[src/rtl/adcseq_pkg.sv]
package adcseq_pkg;

  typedef enum logic [2:0] {
    ST_IDLE,
    ST_SAMPLE,
    ST_SYNC,
    ST_CONV,
    ST_RECOVER
  } seqState_t;

  // strobes from control to datapath
  typedef struct packed {
    logic restart;   // clear divider and TAD counter at phase entry
    logic writeBuf;  // capture converter result
  } seqStrobe_t;

endpackage

[src/rtl/adcseq_tad_div.sv]
module adcseq_tad_div #(
  parameter int DIV_W = 6
) (
  input  logic             clk,
  input  logic             rstN,
  input  logic             restart,
  input  logic [DIV_W-1:0] divSel,
  input  logic             useExtTick,
  input  logic             extTick,
  output logic             tadTick
);

  logic [DIV_W-1:0] halfCnt;
  logic             wrap;

  // >= guards against divSel shrinking mid-count
  assign wrap = (halfCnt >= divSel);

  always_ff @(posedge clk) begin
    if (!rstN) begin
      halfCnt <= '0;
    end else if (restart || wrap) begin
      halfCnt <= '0;
    end else begin
      halfCnt <= halfCnt + 1'b1;
    end
  end

  assign tadTick = useExtTick ? extTick : wrap;

endmodule

[src/rtl/adcseq_datapath.sv]
module adcseq_datapath
  import adcseq_pkg::*;
#(
  parameter int DIV_W = 6,
  parameter int CNT_W = 5,
  parameter int RES_W = 10
) (
  input  logic             clk,
  input  logic             rstN,
  input  seqStrobe_t       strobe,
  input  logic [DIV_W-1:0] divSel,
  input  logic             useExtTick,
  input  logic             extTick,
  input  logic [RES_W-1:0] convResult,
  output logic             tadTick,
  output logic [CNT_W-1:0] tickCnt,
  output logic [RES_W-1:0] bufData,
  output logic             bufWe,
  output logic             donePulse,
  output logic             irqFlag
);

  adcseq_tad_div #(.DIV_W(DIV_W)) u_div (
    .clk        (clk),
    .rstN       (rstN),
    .restart    (strobe.restart),
    .divSel     (divSel),
    .useExtTick (useExtTick),
    .extTick    (extTick),
    .tadTick    (tadTick)
  );

  // TAD ticks elapsed in the current phase
  always_ff @(posedge clk) begin
    if (!rstN) begin
      tickCnt <= '0;
    end else if (strobe.restart) begin
      tickCnt <= '0;
    end else if (tadTick) begin
      tickCnt <= tickCnt + 1'b1;
    end
  end

  always_ff @(posedge clk) begin
    if (!rstN) begin
      bufData   <= '0;
      bufWe     <= 1'b0;
      donePulse <= 1'b0;
      irqFlag   <= 1'b0;
    end else begin
      if (strobe.writeBuf) begin
        bufData <= convResult;
      end
      bufWe     <= strobe.writeBuf;
      donePulse <= strobe.writeBuf;
      irqFlag   <= strobe.writeBuf;
    end
  end

endmodule

[src/rtl/adcseq_ctrl.sv]
module adcseq_ctrl
  import adcseq_pkg::*;
#(
  parameter int SRC_W       = 3,
  parameter int SAMC_W      = 5,
  parameter int CNT_W       = 5,
  parameter int CONV_TAD    = 12,
  parameter int SYNC_TAD    = 2,
  parameter int RECOVER_TAD = 2,
  localparam int NUM_HW     = (1 << SRC_W) - 2
) (
  input  logic              clk,
  input  logic              rstN,
  input  logic              enable,
  input  logic [SRC_W-1:0]  trigSrc,
  input  logic [SAMC_W-1:0] sampleTime,
  input  logic              sampleReq,
  input  logic [NUM_HW-1:0] hwTrig,
  input  logic              tadTick,
  input  logic [CNT_W-1:0]  tickCnt,
  output seqStrobe_t        strobe,
  output logic              sampling,
  output logic              converting
);

  seqState_t state, nextState;

  logic              isSoft, isAuto, hwHit;
  logic [SAMC_W-1:0] samcEff;
  logic              sampleDone, syncDone, convDone, recoverDone;

  assign isSoft  = (trigSrc == '0);
  assign isAuto  = (trigSrc == {SRC_W{1'b1}});
  assign samcEff = (sampleTime == '0) ? SAMC_W'(1) : sampleTime;

  assign sampleDone  = tadTick && (tickCnt == CNT_W'(samcEff - SAMC_W'(1)));
  assign syncDone    = tadTick && (tickCnt == CNT_W'(SYNC_TAD - 1));
  assign convDone    = tadTick && (tickCnt == CNT_W'(CONV_TAD - 1));
  assign recoverDone = tadTick && (tickCnt == CNT_W'(RECOVER_TAD - 1));

  // hardware line k-1 belongs to source code k
  always_comb begin
    hwHit = 1'b0;
    for (int i = 0; i < NUM_HW; i++) begin
      if (trigSrc == SRC_W'(i + 1) && hwTrig[i]) begin
        hwHit = 1'b1;
      end
    end
  end

  always_comb begin
    nextState       = state;
    strobe.writeBuf = 1'b0;
    unique case (state)
      ST_IDLE: begin
        if (enable && sampleReq) nextState = ST_SAMPLE;
      end
      ST_SAMPLE: begin
        if (!enable)                         nextState = ST_RECOVER;
        else if (isSoft && !sampleReq)       nextState = ST_CONV;
        else if (isAuto && sampleDone)       nextState = ST_CONV;
        else if (!isSoft && !isAuto && hwHit) nextState = ST_SYNC;
      end
      ST_SYNC: begin
        if (!enable)       nextState = ST_RECOVER;
        else if (syncDone) nextState = ST_CONV;
      end
      ST_CONV: begin
        if (!enable) begin
          nextState = ST_RECOVER;
        end else if (convDone) begin
          nextState       = ST_IDLE;
          strobe.writeBuf = 1'b1;
        end
      end
      ST_RECOVER: begin
        if (recoverDone) nextState = ST_IDLE;
      end
      default: nextState = ST_IDLE;
    endcase
    strobe.restart = (state == ST_IDLE) || (nextState != state);
  end

  always_ff @(posedge clk) begin
    if (!rstN) begin
      state <= ST_IDLE;
    end else begin
      state <= nextState;
    end
  end

  assign sampling   = (state == ST_SAMPLE) || (state == ST_SYNC);
  assign converting = (state == ST_CONV);

endmodule

[src/rtl/adc_trig_seq.sv]
module adc_trig_seq
  import adcseq_pkg::*;
#(
  parameter int DIV_W       = 6,
  parameter int SRC_W       = 3,
  parameter int SAMC_W      = 5,
  parameter int RES_W       = 10,
  parameter int CONV_TAD    = 12,
  parameter int SYNC_TAD    = 2,
  parameter int RECOVER_TAD = 2,
  localparam int NUM_HW     = (1 << SRC_W) - 2,
  localparam int CONV_CW    = $clog2(CONV_TAD + 1),
  localparam int CNT_W      = (SAMC_W > CONV_CW) ? SAMC_W : CONV_CW
) (
  input  logic              clk,
  input  logic              rstN,
  input  logic              enable,
  input  logic [DIV_W-1:0]  divSel,
  input  logic              useExtTick,
  input  logic              extTick,
  input  logic [SRC_W-1:0]  trigSrc,
  input  logic [SAMC_W-1:0] sampleTime,
  input  logic              sampleReq,
  input  logic [NUM_HW-1:0] hwTrig,
  input  logic [RES_W-1:0]  convResult,
  output logic              sampling,
  output logic              converting,
  output logic              bufWe,
  output logic [RES_W-1:0]  bufData,
  output logic              donePulse,
  output logic              irqFlag
);

  seqStrobe_t       strobe;
  logic             tadTick;
  logic [CNT_W-1:0] tickCnt;

  adcseq_ctrl #(
    .SRC_W       (SRC_W),
    .SAMC_W      (SAMC_W),
    .CNT_W       (CNT_W),
    .CONV_TAD    (CONV_TAD),
    .SYNC_TAD    (SYNC_TAD),
    .RECOVER_TAD (RECOVER_TAD)
  ) u_ctrl (
    .clk        (clk),
    .rstN       (rstN),
    .enable     (enable),
    .trigSrc    (trigSrc),
    .sampleTime (sampleTime),
    .sampleReq  (sampleReq),
    .hwTrig     (hwTrig),
    .tadTick    (tadTick),
    .tickCnt    (tickCnt),
    .strobe     (strobe),
    .sampling   (sampling),
    .converting (converting)
  );

  adcseq_datapath #(
    .DIV_W (DIV_W),
    .CNT_W (CNT_W),
    .RES_W (RES_W)
  ) u_dp (
    .clk        (clk),
    .rstN       (rstN),
    .strobe     (strobe),
    .divSel     (divSel),
    .useExtTick (useExtTick),
    .extTick    (extTick),
    .convResult (convResult),
    .tadTick    (tadTick),
    .tickCnt    (tickCnt),
    .bufData    (bufData),
    .bufWe      (bufWe),
    .donePulse  (donePulse),
    .irqFlag    (irqFlag)
  );

endmodule

[config.mk]
export PLATFORM = sky130hd
export DESIGN_NAME = adc_trig_seq
export DESIGN_NICKNAME = d
export VERILOG_FILES = /design/src/rtl/adcseq_pkg.sv /design/src/rtl/adcseq_tad_div.sv /design/src/rtl/adcseq_datapath.sv /design/src/rtl/adcseq_ctrl.sv /design/src/rtl/adc_trig_seq.sv
export SDC_FILE = /design/constraint.sdc
export NUM_CORES = 1
export LEC_CHECK = 0
export BUFFER_PORTS_ARGS = -buffer_cell sky130_fd_sc_hd__buf_2
export CELL_PAD_IN_SITES_DETAIL_PLACEMENT = 2
export CELL_PAD_IN_SITES_GLOBAL_PLACEMENT = 2
export CORE_MARGIN = 3
export CORE_UTILIZATION = 30
export CTS_BUF_LIST = sky130_fd_sc_hd__clkbuf_4 sky130_fd_sc_hd__clkbuf_8
export DETAILED_ROUTE_END_ITERATION = 8
export GPL_TIMING_DRIVEN = 0
export MAX_ROUTING_LAYER = met4
export PLACE_DENSITY = 0.85
export SETUP_SLACK_MARGIN = 0.15
export SLEW_MARGIN = 0
export SYNTH_ARGS = -nofsm -noshare
export SYNTH_HDL_FRONTEND = slang
export SYNTH_SLANG_ARGS = --single-unit
[constraint.sdc]
create_clock -name clk -period 2.6 [get_ports clk]
set_input_delay 0.26 -clock clk [delete_from_list [all_inputs] [get_ports clk]]
set_output_delay 0.26 -clock clk [all_outputs]
set_load 0.005 [all_outputs]
---- After elaboration in Yosys (flattened, before gate mapping) ----
Cells that the tools add are included.
storage, ports and cells
  flip-flop bits (word level) ............. 25
  bits of input ports ..................... 36
  output and inout bits ................... 15
  word-level logic and storage cells ...... 72
operators by class
  add/subtract/negate cells ............... 3
  order comparisons ....................... 1
  equal/unequal tests ..................... 15
  multiplexer cells ....................... 22
  bitwise logic cells ..................... 1
  reductions and logical operators ........ 25
operators with widths
  kind                                               number
  two-way mux 3 bit                                  10
  == test 3 bit (second input constant)              5
  case mux 3 bit (5 select lines)                    1
  logical AND 1 bit                                  14
  == test 3 x 2 -> 1 bit (second input constant)     4
  two-way mux 1 bit                                  10
  adder 6 x 1 -> 6 bit (second input constant)       1
  == test 3 x 1 -> 1 bit (second input constant)     2
  >= comparator 6 bit                                1
  zero test 3 bit                                    2
  adder 5 x 1 -> 5 bit (second input constant)       1
  == test 5 x 1 -> 1 bit (second input constant)     1
  == test 5 x 4 -> 1 bit (second input constant)     1
  == test 5 bit                                      1
  zero test 5 bit                                    1
  two-way mux 5 bit                                  1
  subtractor 5 x 1 -> 5 bit (second input constant)  1
  OR reduction 2 bit                                 2
  zero test 1 bit                                    3
  logical OR 1 bit                                   3
  != test 3 bit                                      1
  inverter 1 bit                                     1

---- Depth between registers and ports, before layout ----
Gate-level depths: netlist of run 1.
  depth in word-level cells ............... 18
  mapped depth ............................ 10
  mapped depth without buffers ............ 9

---- Modules after synthesis ----
Synthesis of run 1 repeated with hierarchy kept, for this count alone.
unflattened totals
  cells, all modules ...................... 176
  area, all modules ....................... 1587.8 um^2
modules (own cells, without submodules)
  module           times used  cells an instance  area an instance (um^2)  sequential area each (um^2)
  adcseq_datapath  1           59                 653.1                    320.3
  adcseq_ctrl      1           73                 511.7                    60.1
  adcseq_tad_div   1           44                 422.9                    120.1

---- Least setup slack after synthesis of run 1 ----
No wires, ideal clock.
  path kind ............................... input port to flip-flop
  from .................................... input sampleTime[3]
  to ...................................... register u_dp.tickCnt[0]
  setup time .............................. 0.132 ns
  data arrival time ....................... 1.983 ns
  required time ........................... 2.468 ns
  slack ................................... 0.485 ns
  cell stages on the path ................. 10
  path buffers ............................ 1
  cells stage by stage .................... nor2_1 -> a21oi_1 -> ha_1 -> nor2b_1 -> or3_1 -> a31oi_2 -> nand4_1 -> a21oi_1 -> clkbuf_1 -> nor3_1
on the way
  word-level cells in the longest chain between the ends .. 13
RTL lines
  what                                     line                   source
  start, declared                          adc_trig_seq.sv:22     input logic [SAMC_W-1:0] sampleTime,
  zero test 5 bit                          adcseq_ctrl.sv:34      assign samcEff = (sampleTime == '0) ? SAMC_W'(1) : sampleTime;
  two-way mux 5 bit (*)                    adcseq_ctrl.sv:34
  subtractor 5 x 1 -> 5 bit (*)            adcseq_ctrl.sv:36      assign sampleDone = tadTick && (tickCnt == CNT_W'(samcEff - SAMC_W'(1)));
  == test 5 bit (*)                        adcseq_ctrl.sv:36
  logical AND 1 bit (*)                    adcseq_ctrl.sv:36
  logical AND 1 bit (*)                    adcseq_ctrl.sv:61      else if (isAuto && sampleDone) nextState = ST_CONV;
  two-way mux 3 bit (*)                    adcseq_ctrl.sv:61
  two-way mux 3 bit (*)                    adcseq_ctrl.sv:60      else if (isSoft && !sampleReq) nextState = ST_CONV;
  two-way mux 3 bit (*)                    adcseq_ctrl.sv:59      if (!enable) nextState = ST_RECOVER;
  case mux 3 bit (5 select lines) (*)      adcseq_ctrl.sv:54      unique case (state)
  != test 3 bit (*)                        adcseq_ctrl.sv:81      strobe.restart = (state == ST_IDLE) || (nextState != state);
  logical OR 1 bit (*)                     adcseq_ctrl.sv:81
  OR reduction 2 bit (no source line) (*)  n/a
  end signal, assigned                     adcseq_datapath.sv:40  tickCnt <= tickCnt + 1'b1;
  end, declared                            adcseq_datapath.sv:16  output logic [CNT_W-1:0] tickCnt,
Mark *: on every way between the ends. The rest lies on a longest branch, timed or not.
A chain may end at the register's enable or synchronous reset.

---- Worst setup path after layout of run 1 ----
  from .................................... register u_dp.u_div.halfCnt[5]
  to ...................................... register u_dp.u_div.halfCnt[3]
on the way
  word-level cells in the longest chain between the ends .. 12
  elaborated cells between the ends (all ways) .. 19
  classes of those cells .................. 1 x order compare; 1 x eq/ne; 10 x mux; 7 x reduce/logical
RTL lines
  what                                     line                  source
  start, declared                          adcseq_tad_div.sv:13  logic [DIV_W-1:0] halfCnt;
  start signal, assigned                   adcseq_tad_div.sv:25  halfCnt <= halfCnt + 1'b1;
  >= comparator 6 bit (*)                  adcseq_tad_div.sv:17  assign wrap = (halfCnt >= divSel);
  two-way mux 1 bit                        adcseq_tad_div.sv:29  assign tadTick = useExtTick ? extTick : wrap;
  logical AND 1 bit                        adcseq_ctrl.sv:36
  logical AND 1 bit                        adcseq_ctrl.sv:61
  two-way mux 3 bit                        adcseq_ctrl.sv:61
  two-way mux 3 bit                        adcseq_ctrl.sv:60
  two-way mux 3 bit                        adcseq_ctrl.sv:59
  case mux 3 bit (5 select lines)          adcseq_ctrl.sv:54
  != test 3 bit                            adcseq_ctrl.sv:81
  logical OR 1 bit                         adcseq_ctrl.sv:81
  logical OR 1 bit (*)                     adcseq_tad_div.sv:22  end else if (restart || wrap) begin
  OR reduction 2 bit (no source line) (*)  n/a
Marked as above.

==> results of run 1 <==
through the flow:
stage	area [µm²]	setup WS (ns)	hold slack, ns
final	2060	0.327	0.254
after CTS	2020	0.157	0.251
after floorplan	1640	0.485	0.388
after global placement	1970	0.0142	0.491
after detailed placement	1970	-0.0357	0.516
after global routing	2060	0.152	0.246
logic make-up after synthesis:
group                      synth area share
AOI/OAI and AO/OA                     0.127
xor gates and xnor gates             0.0643
adders and majority gates            0.0765
buffers and inverters                0.0811
DFF                                   0.306
muxes                                0.0735
and+or+nand+nor                       0.272
layout make-up:
| class | instances | area, µm² | area share |
|---|---|---|---|
| Buffer | 12 | 85.1 | 0.0413 |
| Multi-Input combinational cell | 145 | 1030 | 0.500 |
| Clock buffer | 3 | 41.3 | 0.0200 |
| Inverter | 13 | 48.8 | 0.0237 |
| Tap cell | 70 | 87.6 | 0.0425 |
| Clock inverter | 1 | 7.51 | 0.00364 |
| Timing Repair Buffer | 51 | 260 | 0.126 |
| Sequential cell | 25 | 500 | 0.243 |
how the worst min path moves through the flow:
| stage | startpoint | endpoint | depth (start not counted) |
|---|---|---|---|
| floorplan | rstN | u_dp.bufData[1] | 1 |
| finish | convResult[5] | u_dp.bufData[5] | 3 |
| CTS | convResult[5] | u_dp.bufData[5] | 3 |
| detailed placement | u_dp.bufData[1] | u_dp.bufData[1] | 2 |
| global placement | u_dp.bufData[0] | u_dp.bufData[0] | 2 |
| global route | convResult[5] | u_dp.bufData[5] | 3 |
metal layers:
layer / GRT usage / vias to the layer above / routed length [µm]
met2: 0.301 / 32 / 2690
met4: 0.0203 / 0 / 19
met1: 0.184 / 800 / 2040
li1: - / 797 / -
met5: - / - / 0
met3: 0.0305 / 2 / 196
what timing repair did:
action,CTS,global route
buffers inserted,0,2
gates resized for setup,1,6
endpoints found under the setup margin,1,10
cloned,0,0
hold buffers,0,0
pin swaps,0,1
power groups by stage:
stage	combinational (mW)	sequential (mW)	clock, mW
after floorplan	0.0692	0.396	0
after global placement	0.116	0.396	0
after detailed placement	0.121	0.396	0
after CTS	0.122	0.387	0.248
after global routing	0.142	0.388	0.268
final	0.126	0.387	0.238
layout by cell type (no fill, tap or decap), drive strengths merged, types with 8 or more instances in the layout:
cell,synthesis,final
a21oi,8,8
buf,8,59
dfxtp,25,25
ha,10,10
inv,13,13
mux2i,12,12
nand2,11,11
nor2,14,14
nor2b,13,13
nor3,13,13
xnor2,8,8
critical path, cell delays in order (launching register included):
cell       delay, ns
dfxtp_1         0.34
ha_1            0.31
a21oi_1         0.30
o211ai_1        0.13
o21ba_2         0.25
buf_6           0.14
a2bb2oi_1       0.16
o31ai_1         0.11
buf_4           0.19
nor4_2          0.25
sequential cells by signal, indices dropped and copies added, names as in the netlist:
name	count
u_ctrl.state	3
u_dp.tickCnt	5
u_dp.bufWe	1
u_dp.u_div.halfCnt	6
u_dp.bufData	10
==> summary.txt, run 1 <==
Run status
  – Status: completed

Yosys
  – Ys Warns: 0
  – Mean Syn Cell Area: 8.39 µm²
  – Synthesis-stage register bit count: 25
  – Share of async-settable or async-resettable flops after synthesis: 0
  – Sequential share of the synthesized area: 0.306
  – Post-Syn Nets: 241
  – Syn Inst Count: 195
  – Synth Flop Type: dfxtp_1
  – EDFF count, synth: 0
  – Ranking of synthesized cells by area: dfxtp_1 (31%), ha_1 (7.7%), mux2i_1 (7.3%), nor2b_1 (5.0%), xnor2_1 (4.3%)
  – Cell taking the most area after synthesis: dfxtp_1
  – Synth top area share: 0.306
  – Distinct cells, synth: 43
  – Post-synth top cells: dfxtp_1 (25), nor2_1 (14), nor2b_1 (13)
  – Top-count cell post-synth: dfxtp_1
  – Area of the mapped netlist: 1640 µm²

Route
  – DRC: 0
  – Final ANT Viol Nets: 0
  – Via count: 1631
  – Via density: 5.10
  – WL/cell: 15.5 µm
  – Final wirelength: 4.94 mm
  – Initial DRC Count: 27
  – Drt pass-1 iters: 4

Critical path
  – WS Path Type: flip-flop to flip-flop
  – Reg2reg end: u_dp.u_div.halfCnt[3]
  – Critical Path AT: 2.45 ns
  – CP Capture Type: flip-flop
  – CP required: 2.77 ns
  – Startpoint Class: flip-flop
  – RR Startpoint: u_dp.u_div.halfCnt[5]
  – Crit Path Max Fanout: 10
  – Critical path destination: u_dp.u_div.halfCnt[3]
  – Reg2Reg Depth: 9
  – Reg2Reg Setup Slack: 0.33 ns
  – Start point of the critical path: u_dp.u_div.halfCnt[5]

Timing
  – Worst Max-Slew Pin Slew: 0.412 ns
  – Max Slew Vio Count: 0
  – Hold Fails Final Rpt: 0
  – Setup TNS: 0 ns
  – Crit share post-route: 0.874
  – Final setup fails: 0
  – RSZ-0062 raised after global routing: no
  – Final min period: 2.27 ns
  – Fmax: 0.440 GHz
  – Max-slew headroom: 0.725
  – Worst Skew: 0.00743 ns

Floorplan
  – Die X: 79.8 µm
  – Starting Density: 0.314
  – Die area: 6370 µm²
  – Row cnt: 26
  – Ports: 51
  – Core Footprint: 5200 µm²
  – Die height: 79.8 µm

Place
  – Port Buffer Count: 49
  – Placed Cells: 314
  – Placer Congestion: 0.772
  – DP HPWL: 3.92 mm

CTS
  – Clock Path Buffers: 2
  – H-Tree Depth: 1
  – Worst-Skew Late Latency: 0.27 ns
  – Clk sinks: 25
  – Clock transition at path regs: 0.09 ns
  – Clk root buf: clkbuf_8
  – CTS tree: done
  – Total clock buffers created by CTS: 3

Flow run
  – MaxCap Viol Count: 0

Pwr
  – Final total power: 0.751 mW
  – Sequential share of power: 0.515
  – Clock Power Share: 0.317
  – Internal power: 0.553 mW
  – Switching power: 0.199 mW
  – Switching share of power: 0.264
  – Leak: 0.835 nW
  – Pwr/cell area: 364 nW/µm²
  – Comb pwr share: 0.168
  – Worst VDD drop: 0.272 mV

Global routing
  – Initial antenna violation count: 0
  – Pin count of the biggest net entering global routing: 16
  – All-Layer GR Usage: 0.161
  – Vias in the first global route: 1735
  – GRT overflow: 0
  – First-pass GRT wire length: 8.08 mm

Cells and area
  – Non-filler instance count after layout: 320
  – Filler Cell Count: 624
  – # diodes: 0
  – Fraction of layout cells with a size suffix above 1: 0.304
  – Layout Area Growth over Synthesis: 26.1%
  – Nets: 297
  – Fin util: 0.396

Worst hold path
  – Hold crit path type: primary input to flip-flop
(Power assumes the default switching activity.)
==> inputs of run 2 (changes only) <==
CORE_UTILIZATION = 27   (was 30)
PLACE_DENSITY = not set   (was 0.85)
PLACE_DENSITY_LB_ADDON = 0.3   (was not set)
clock period = 1.95 ns   (was 2.6 ns; I/O delays follow)
==> summary.txt, run 2 (synthesis gave the netlist of run 1 again) <==
Global routing
  – Vias in the first global route: 1902 (was 1735)
  – Pin count of the biggest net entering global routing: 17 (was 16)
  – GRT overflow: 0 (unchanged)
  – Initial antenna violation count: 0 (unchanged)
  – All-Layer GR Usage: 0.173 (was 0.161)
  – First-pass GRT wire length: 9.78 mm (was 8.08 mm)

Cells and area
  – Biggest regs: u_dp.bufData x10, u_dp.u_div.halfCnt x6, u_dp.tickCnt x5 (unchanged)
  – Area of the multi-input gates: 1320 µm² (was 1030 µm²)
  – # diodes: 0 (unchanged)
  – Most frequent cells in the layout: buf_2 (50), dfxtp_1 (18), buf_4 (17), nor2b_1 (13) (was buf_2 (50), dfxtp_1 (25), nor2_1 (14), nor2b_1 (13))
  – Commonest non-fill, non-tap cell in the layout: buf_2 (unchanged)
  – Reg area: 514 µm² (was 500 µm²)
  – Design Area, Final: 2550 µm² (was 2060 µm²)
  – Largest Register: u_dp.bufData (unchanged)
  – Layout Area Growth over Synthesis: 56.0% (was 26.1%)
  – Max FFs per register: 10 (unchanged)
  – Fin util: 0.450 (was 0.396)
  – Nets: 314 (was 297)
  – Fraction of layout cells with a size suffix above 1: 0.498 (was 0.304)
  – Filler Cell Count: 619 (was 624)

Timing
  – Worst Skew: 0.00282 ns (was 0.00743 ns)
  – RSZ-0062 raised after global routing: yes (was no)
  – Post-route setup slack: -0.0870 ns (was 0.327 ns)
  – Final min period: 2.04 ns (was 2.27 ns)
  – Worst Max-Slew Pin Slew: 0.511 ns (was 0.412 ns)
  – Max Slew Vio Count: 0 (unchanged)
  – Max-slew headroom: 0.658 (was 0.725)
  – Final setup fails: 16 (was 0)
  – Hold Fails Final Rpt: 0 (unchanged)
  – Crit share post-route: 1.04 (was 0.874)
  – Fmax: 0.491 GHz (was 0.440 GHz)

Critical path
  – CP Capture Type: flip-flop (unchanged)
  – Reg2Reg Setup Slack: -0.09 ns (was 0.33 ns)
  – Critical Path AT: 2.23 ns (was 2.45 ns)
  – CP bufs+invs: 2 (unchanged)
  – Crit Path Max Fanout: 7 (was 10)
  – Startpoint Class: flip-flop (unchanged)
  – RR Startpoint: u_dp.u_div.halfCnt[5] (unchanged)
  – Crit-path cells: ha_4 -> nand4_1 -> o21ba_4 -> buf_8 -> a2bb2oi_4 -> o31ai_4 -> buf_6 -> nor4_4 (was ha_1 -> a21oi_1 -> o211ai_1 -> o21ba_2 -> buf_6 -> a2bb2oi_1 -> o31ai_1 -> buf_4 -> nor4_2)
  – Slowest CP cell: dfxtp_2 (was dfxtp_1)
  – Top delay family on crit path: compound AO/OA/AOI/OAI gates (unchanged)
  – CP required: 2.14 ns (was 2.77 ns)
  – Max incr delay on CP: 0.36 ns (was 0.34 ns)
  – WS Path Type: flip-flop to flip-flop (unchanged)
  – Reg2reg end: u_dp.u_div.halfCnt[4] (was u_dp.u_div.halfCnt[3])
  – Reg2Reg Depth: 8 (was 9)

CTS
  – CTS tree: done (unchanged)
  – Clk sinks: 25 (unchanged)
  – Clock Path Buffers: 2 (unchanged)
  – Worst-Skew Late Latency: 0.30 ns (was 0.27 ns)
  – Clock transition at path regs: 0.11 ns (was 0.09 ns)
  – H-Tree Depth: 1 (unchanged)
  – Total clock buffers created by CTS: 3 (unchanged)
  – Cts hold-fix bufs: 0 (unchanged)
  – Clk root buf: clkbuf_8 (unchanged)

Route
  – Via density: 5.10 (about the same)
  – Final wirelength: 6.59 mm (was 4.94 mm)
  – Via count: 1728 (was 1631)
  – DR WL met2: 3.65 mm (was 2.69 mm)
  – WL/cell: 19.4 µm (was 15.5 µm)
  – Met3 Routed Length: 176 µm (was 196 µm)
  – Drt pass-1 iters: 4 (unchanged)
  – WL met1: 2.70 mm (was 2.04 mm)
  – DRC: 0 (unchanged)
  – Highest layer used for signal routing: met4 (unchanged)
  – Initial DRC Count: 53 (was 27)
  – Final ANT Viol Nets: 0 (unchanged)

Place
  – Placer Congestion: 0.733 (was 0.772)
  – DP HPWL: 3.84 mm (was 3.92 mm)
  – Area after DPL: 2080 µm² (was 1970 µm²)
  – Port Buffer Count: 49 (unchanged)

Flow run
  – MaxCap Viol Count: 0 (unchanged)

Floorplan
  – Ports: 51 (unchanged)
  – Starting Density: 0.288 (was 0.314)
  – Core Footprint: 5680 µm² (was 5200 µm²)
  – Die area: 7030 µm² (was 6370 µm²)
  – Die X: 83.8 µm (was 79.8 µm)
  – Row cnt: 27 (was 26)
  – Die height: 83.8 µm (was 79.8 µm)

Pwr
  – Comb pwr share: 0.212 (was 0.168)
  – Worst VDD drop: 0.229 mV (was 0.272 mV)
  – Switching share of power: 0.313 (was 0.264)
  – Switching power: 0.352 mW (was 0.199 mW)
  – Pwr/cell area: 441 nW/µm² (was 364 nW/µm²)
  – Leak: 0.992 nW (was 0.835 nW)
  – Internal power: 0.773 mW (was 0.553 mW)
  – Sequential share of power: 0.457 (was 0.515)
  – Clock Power Share: 0.331 (was 0.317)

Worst hold path
  – Hold depth: 3 (unchanged)
  – Hold Path Origin: convResult[9] (was convResult[5])
  – Hold Path Sink: u_dp.bufData[9] (was u_dp.bufData[5])
  – Hold crit path type: primary input to flip-flop (unchanged)

Run status
  – Failing checks: negative setup slack
  – Status: complete, but fails checks (was completed)
## run 2: metrics by stage
stage	setup slack [ns]	cells	setup TNS, ns	hold slack [ns]	power [mW]
floorplan	0.0793	195	0	0.323	0.634
global placement	-0.294	316	-3.02	0.434	0.701
detailed placement	-0.391	316	-4.14	0.439	0.706
CTS	-0.0556	333	-0.601	0.178	1.08
global route	-0.163	339	-2.84	0.169	1.17
finish	-0.0870	339	-0.971	0.161	1.13
## run 2: timing repair
action / 4_1_cts / 5_1_grt
resized for setup: 31 / 21
endpoints found under the hold margin: 0 / 0
setup endpoints to repair: 25 / 26
setup buffers: 11 / 5
cloned: 2 / 1
pin swaps: 10 / 14
## run 2: routing by layer
| layer | track usage | vias to the layer above |
|---|---|---|
| met5 | - | - |
| met4 | 0.0132 | 0 |
| met3 | 0.0227 | 7 |
| met2 | 0.330 | 33 |
| met1 | 0.198 | 854 |
| li1 | - | 834 |
## run 2: cell type report
type,instances,share of cell area
Clock inverter,1,0.00343
Clock buffer,3,0.0162
Multi-Input combinational cell,145,0.519
Inverter,13,0.0191
Sequential cell,25,0.202
Timing Repair Buffer,68,0.163
Buffer,12,0.0422
Tap cell,72,0.0353
## run 2: worst register-to-register path, stage by stage, from the launching register on
cell and delay [ns]:
dfxtp_2 0.36, ha_4 0.31, nand4_1 0.17, o21ba_4 0.27, buf_8 0.14, a2bb2oi_4 0.14, o31ai_4 0.31, buf_6 0.20
nor4_4 0.05
## run 2: worst max path at each step
| stage | start | endpoint | cells after the start |
|---|---|---|---|
| 6_report | u_dp.u_div.halfCnt[5] | u_dp.u_div.halfCnt[4] | 8 |
| 3_5_place_dp | sampleTime[3] | u_dp.u_div.halfCnt[5] | 11 |
| 5_1_grt | u_dp.tickCnt[0] | u_dp.bufData[6] | 8 |
| 2_1_floorplan | sampleTime[3] | u_ctrl.state[1] | 9 |
| 3_3_place_gp | sampleTime[3] | u_dp.u_div.halfCnt[4] | 11 |
| 4_1_cts | u_dp.u_div.halfCnt[4] | u_ctrl.state[1] | 6 |
## run 2: power by group through the flow
| stage | clock network (mW) | registers [mW] | logic [mW] |
|---|---|---|---|
| final | 0.372 | 0.514 | 0.239 |
| after global routing | 0.398 | 0.514 | 0.260 |
| after CTS | 0.362 | 0.513 | 0.209 |
| after detailed placement | 0 | 0.528 | 0.178 |
| after global placement | 0 | 0.528 | 0.173 |
| after floorplan | 0 | 0.528 | 0.106 |
==> inputs of run 3 (changes only) <==
BUFFER_PORTS_ARGS = not set   (was -buffer_cell sky130_fd_sc_hd__buf_2)
CORE_UTILIZATION = 33   (was 27)
DONT_BUFFER_PORTS = 1   (was not set)
==> summary.txt, run 3 (synthesis gave the netlist of run 1 again) <==
Floorplan
  – Die area: 5840 µm² (was 7030 µm²)
  – Die height: 76.4 µm (was 83.8 µm)
  – Starting Density: 0.358 (was 0.288)
  – Die X: 76.4 µm (was 83.8 µm)
  – Ports: 51 (unchanged)
  – Row cnt: 24 (was 27)
  – Core Footprint: 4560 µm² (was 5680 µm²)

Route
  – WL/cell: 22.9 µm (was 19.4 µm)
  – Initial DRC Count: 49 (was 53)
  – Via density: 5.74 (was 5.10)
  – Drt pass-1 iters: 4 (unchanged)
  – DRC: 0 (unchanged)
  – Final wirelength: 6.45 mm (was 6.59 mm)
  – Via count: 1619 (was 1728)
  – Final ANT Viol Nets: 0 (unchanged)

Critical path
  – Crit Path Max Fanout: 8 (was 7)
  – Crit-path cells: ha_4 -> nand2_4 -> o211ai_1 -> o21ba_4 -> buf_12 -> nor3_4 -> buf_4 -> mux2i_1 -> nor2b_1 (was ha_4 -> nand4_1 -> o21ba_4 -> buf_8 -> a2bb2oi_4 -> o31ai_4 -> buf_6 -> nor4_4)
  – CP required: 2.12 ns (was 2.14 ns)
  – Startpoint Class: flip-flop (unchanged)
  – CP Capture Type: flip-flop (unchanged)
  – Slowest CP cell: dfxtp_4 (was dfxtp_2)
  – Top delay family on crit path: compound AO/OA/AOI/OAI gates (unchanged)
  – WS Path Type: flip-flop to flip-flop (unchanged)
  – Max incr delay on CP: 0.37 ns (was 0.36 ns)
  – CP bufs+invs: 2 (unchanged)
  – Critical Path AT: 2.28 ns (was 2.23 ns)

CTS
  – H-Tree Depth: 1 (unchanged)
  – Clock transition at path regs: 0.10 ns (was 0.11 ns)
  – CTS tree: done (unchanged)
  – Clk sinks: 25 (unchanged)
  – Cts hold-fix bufs: 0 (unchanged)
  – Clock Path Buffers: 2 (unchanged)
  – Clk root buf: clkbuf_8 (unchanged)
  – Total clock buffers created by CTS: 3 (unchanged)
  – Worst-Skew Late Latency: 0.27 ns (was 0.30 ns)

Global routing
  – First-pass GRT wire length: 8.69 mm (was 9.78 mm)
  – Initial antenna violation count: 0 (unchanged)
  – All-Layer GR Usage: 0.186 (was 0.173)
  – Vias in the first global route: 1737 (was 1902)
  – Pin count of the biggest net entering global routing: 16 (was 17)
  – GRT overflow: 0 (unchanged)

Timing
  – Worst Skew: 0.00808 ns (was 0.00282 ns)
  – Final min period: 2.11 ns (was 2.04 ns)
  – Max-slew headroom: 0.560 (was 0.658)
  – Fmax: 0.474 GHz (was 0.491 GHz)
  – Crit share post-route: 1.08 (was 1.04)
  – Worst Max-Slew Pin Slew: 0.658 ns (was 0.511 ns)
  – Hold Fails Final Rpt: 0 (unchanged)
  – RSZ-0062 raised after global routing: yes (unchanged)
  – Post-route setup slack: -0.160 ns (was -0.0870 ns)
  – Final setup fails: 22 (was 16)
  – Max Slew Vio Count: 0 (unchanged)

Cells and area
  – Layout Area Growth over Synthesis: 38.6% (was 56.0%)
  – Fraction of layout cells with a size suffix above 1: 0.359 (was 0.498)
  – Max FFs per register: 10 (unchanged)
  – Biggest regs: u_dp.bufData x10, u_dp.u_div.halfCnt x6, u_dp.tickCnt x5 (unchanged)
  – Commonest non-fill, non-tap cell in the layout: dfxtp_1 (was buf_2)
  – Filler Cell Count: 483 (was 619)
  – Fin util: 0.496 (was 0.450)
  – Design Area, Final: 2270 µm² (was 2550 µm²)
  – # diodes: 0 (unchanged)
  – Largest Register: u_dp.bufData (unchanged)
  – Nets: 264 (was 314)
  – Most frequent cells in the layout: dfxtp_1 (18), buf_4 (16), nor2b_1 (13), nor2_1 (11) (was buf_2 (50), dfxtp_1 (18), buf_4 (17), nor2b_1 (13))

Pwr
  – Leak: 0.770 nW (was 0.992 nW)
  – Final total power: 1.04 mW (was 1.13 mW)
  – Pwr/cell area: 458 nW/µm² (was 441 nW/µm²)
  – Worst VDD drop: 0.253 mV (was 0.229 mV)

Worst hold path
  – Hold crit path type: primary input to flip-flop (unchanged)

Place
  – Area after DPL: 1820 µm² (was 2080 µm²)
  – Pre-CTS setup slack: -0.240 ns (was -0.391 ns)
  – Port Buffer Count: 0 (was 49)
  – DP HPWL: 3.72 mm (was 3.84 mm)
  – Placer Congestion: 0.815 (was 0.733)

Run status
  – Failing checks: negative setup slack (unchanged)
  – Status: complete, but fails checks (unchanged)

Flow run
  – MaxCap Viol Count: 0 (unchanged)
run 3: metal layers:
metal	vias to the layer above	share of wire	global-route usage
li1	736	-	-
met1	810	0.38	0.190
met2	61	0.55	0.359
met3	12	0.049	0.0426
met4	0	0.025	0.0417
met5	-	0	-
run 3: layout make-up:
| class | count | area (µm²) | area share |
|---|---|---|---|
| clock inverter | 1 | 7.51 | 0.00331 |
| timing repair buffer | 18 | 164 | 0.0723 |
| clock buffer | 3 | 41.3 | 0.0182 |
| inverter | 13 | 48.8 | 0.0215 |
| buffer | 12 | 113 | 0.0497 |
| tap | 65 | 81.3 | 0.0359 |
| multi-input combinational | 145 | 1290 | 0.571 |
| sequential | 25 | 517 | 0.228 |
run 3: final timing paths:
check                        start                     to  slack, ns  cells after the start
min                           rstN        u_dp.bufData[2]       0.08                      1
max reg2reg  u_dp.u_div.halfCnt[5]        u_dp.bufData[3]      -0.16                      9
min reg2reg  u_dp.u_div.halfCnt[0]  u_dp.u_div.halfCnt[0]       0.56                      2
max          u_dp.u_div.halfCnt[5]        u_dp.bufData[3]      -0.16                      9
run 3: where the power goes:
part,leakage (nW),switching [mW],internal (mW),total [mW]
Sequential,0.206,0.00278,0.510,0.513
Combinational,0.542,0.103,0.0885,0.192
Clock,0.0217,0.187,0.145,0.332
Total,0.770,0.293,0.744,1.04
run 3: worst register-to-register path, delay by kind of cell (launching register included):
kind,cells,cell delay (ns)
AOI/OAI and AO/OA,2,0.42
DFF,1,0.37
buffers and inverters,2,0.36
and+or+nand+nor,3,0.34
adders and majority gates,1,0.30
muxes,1,0.22
run 3: stage by stage:
stage / hold WS, ns / instances / setup TNS (ns)
2_1_floorplan: 0.323 / 195 / 0
3_3_place_gp: 0.325 / 260 / -1.09
3_5_place_dp: 0.340 / 260 / -2.31
4_1_cts: 0.0542 / 272 / -0.751
5_1_grt: 0.0699 / 282 / -3.83
6_report: 0.0798 / 282 / -2.45
run 3: timing repair:
item / 4_1_cts / 5_1_grt
gates cloned: 2 / 1
setup endpoints to repair: 25 / 25
pin swaps: 4 / 13
gates resized for setup: 21 / 29
setup buffers: 6 / 9
endpoints found under the hold margin: 0 / 0
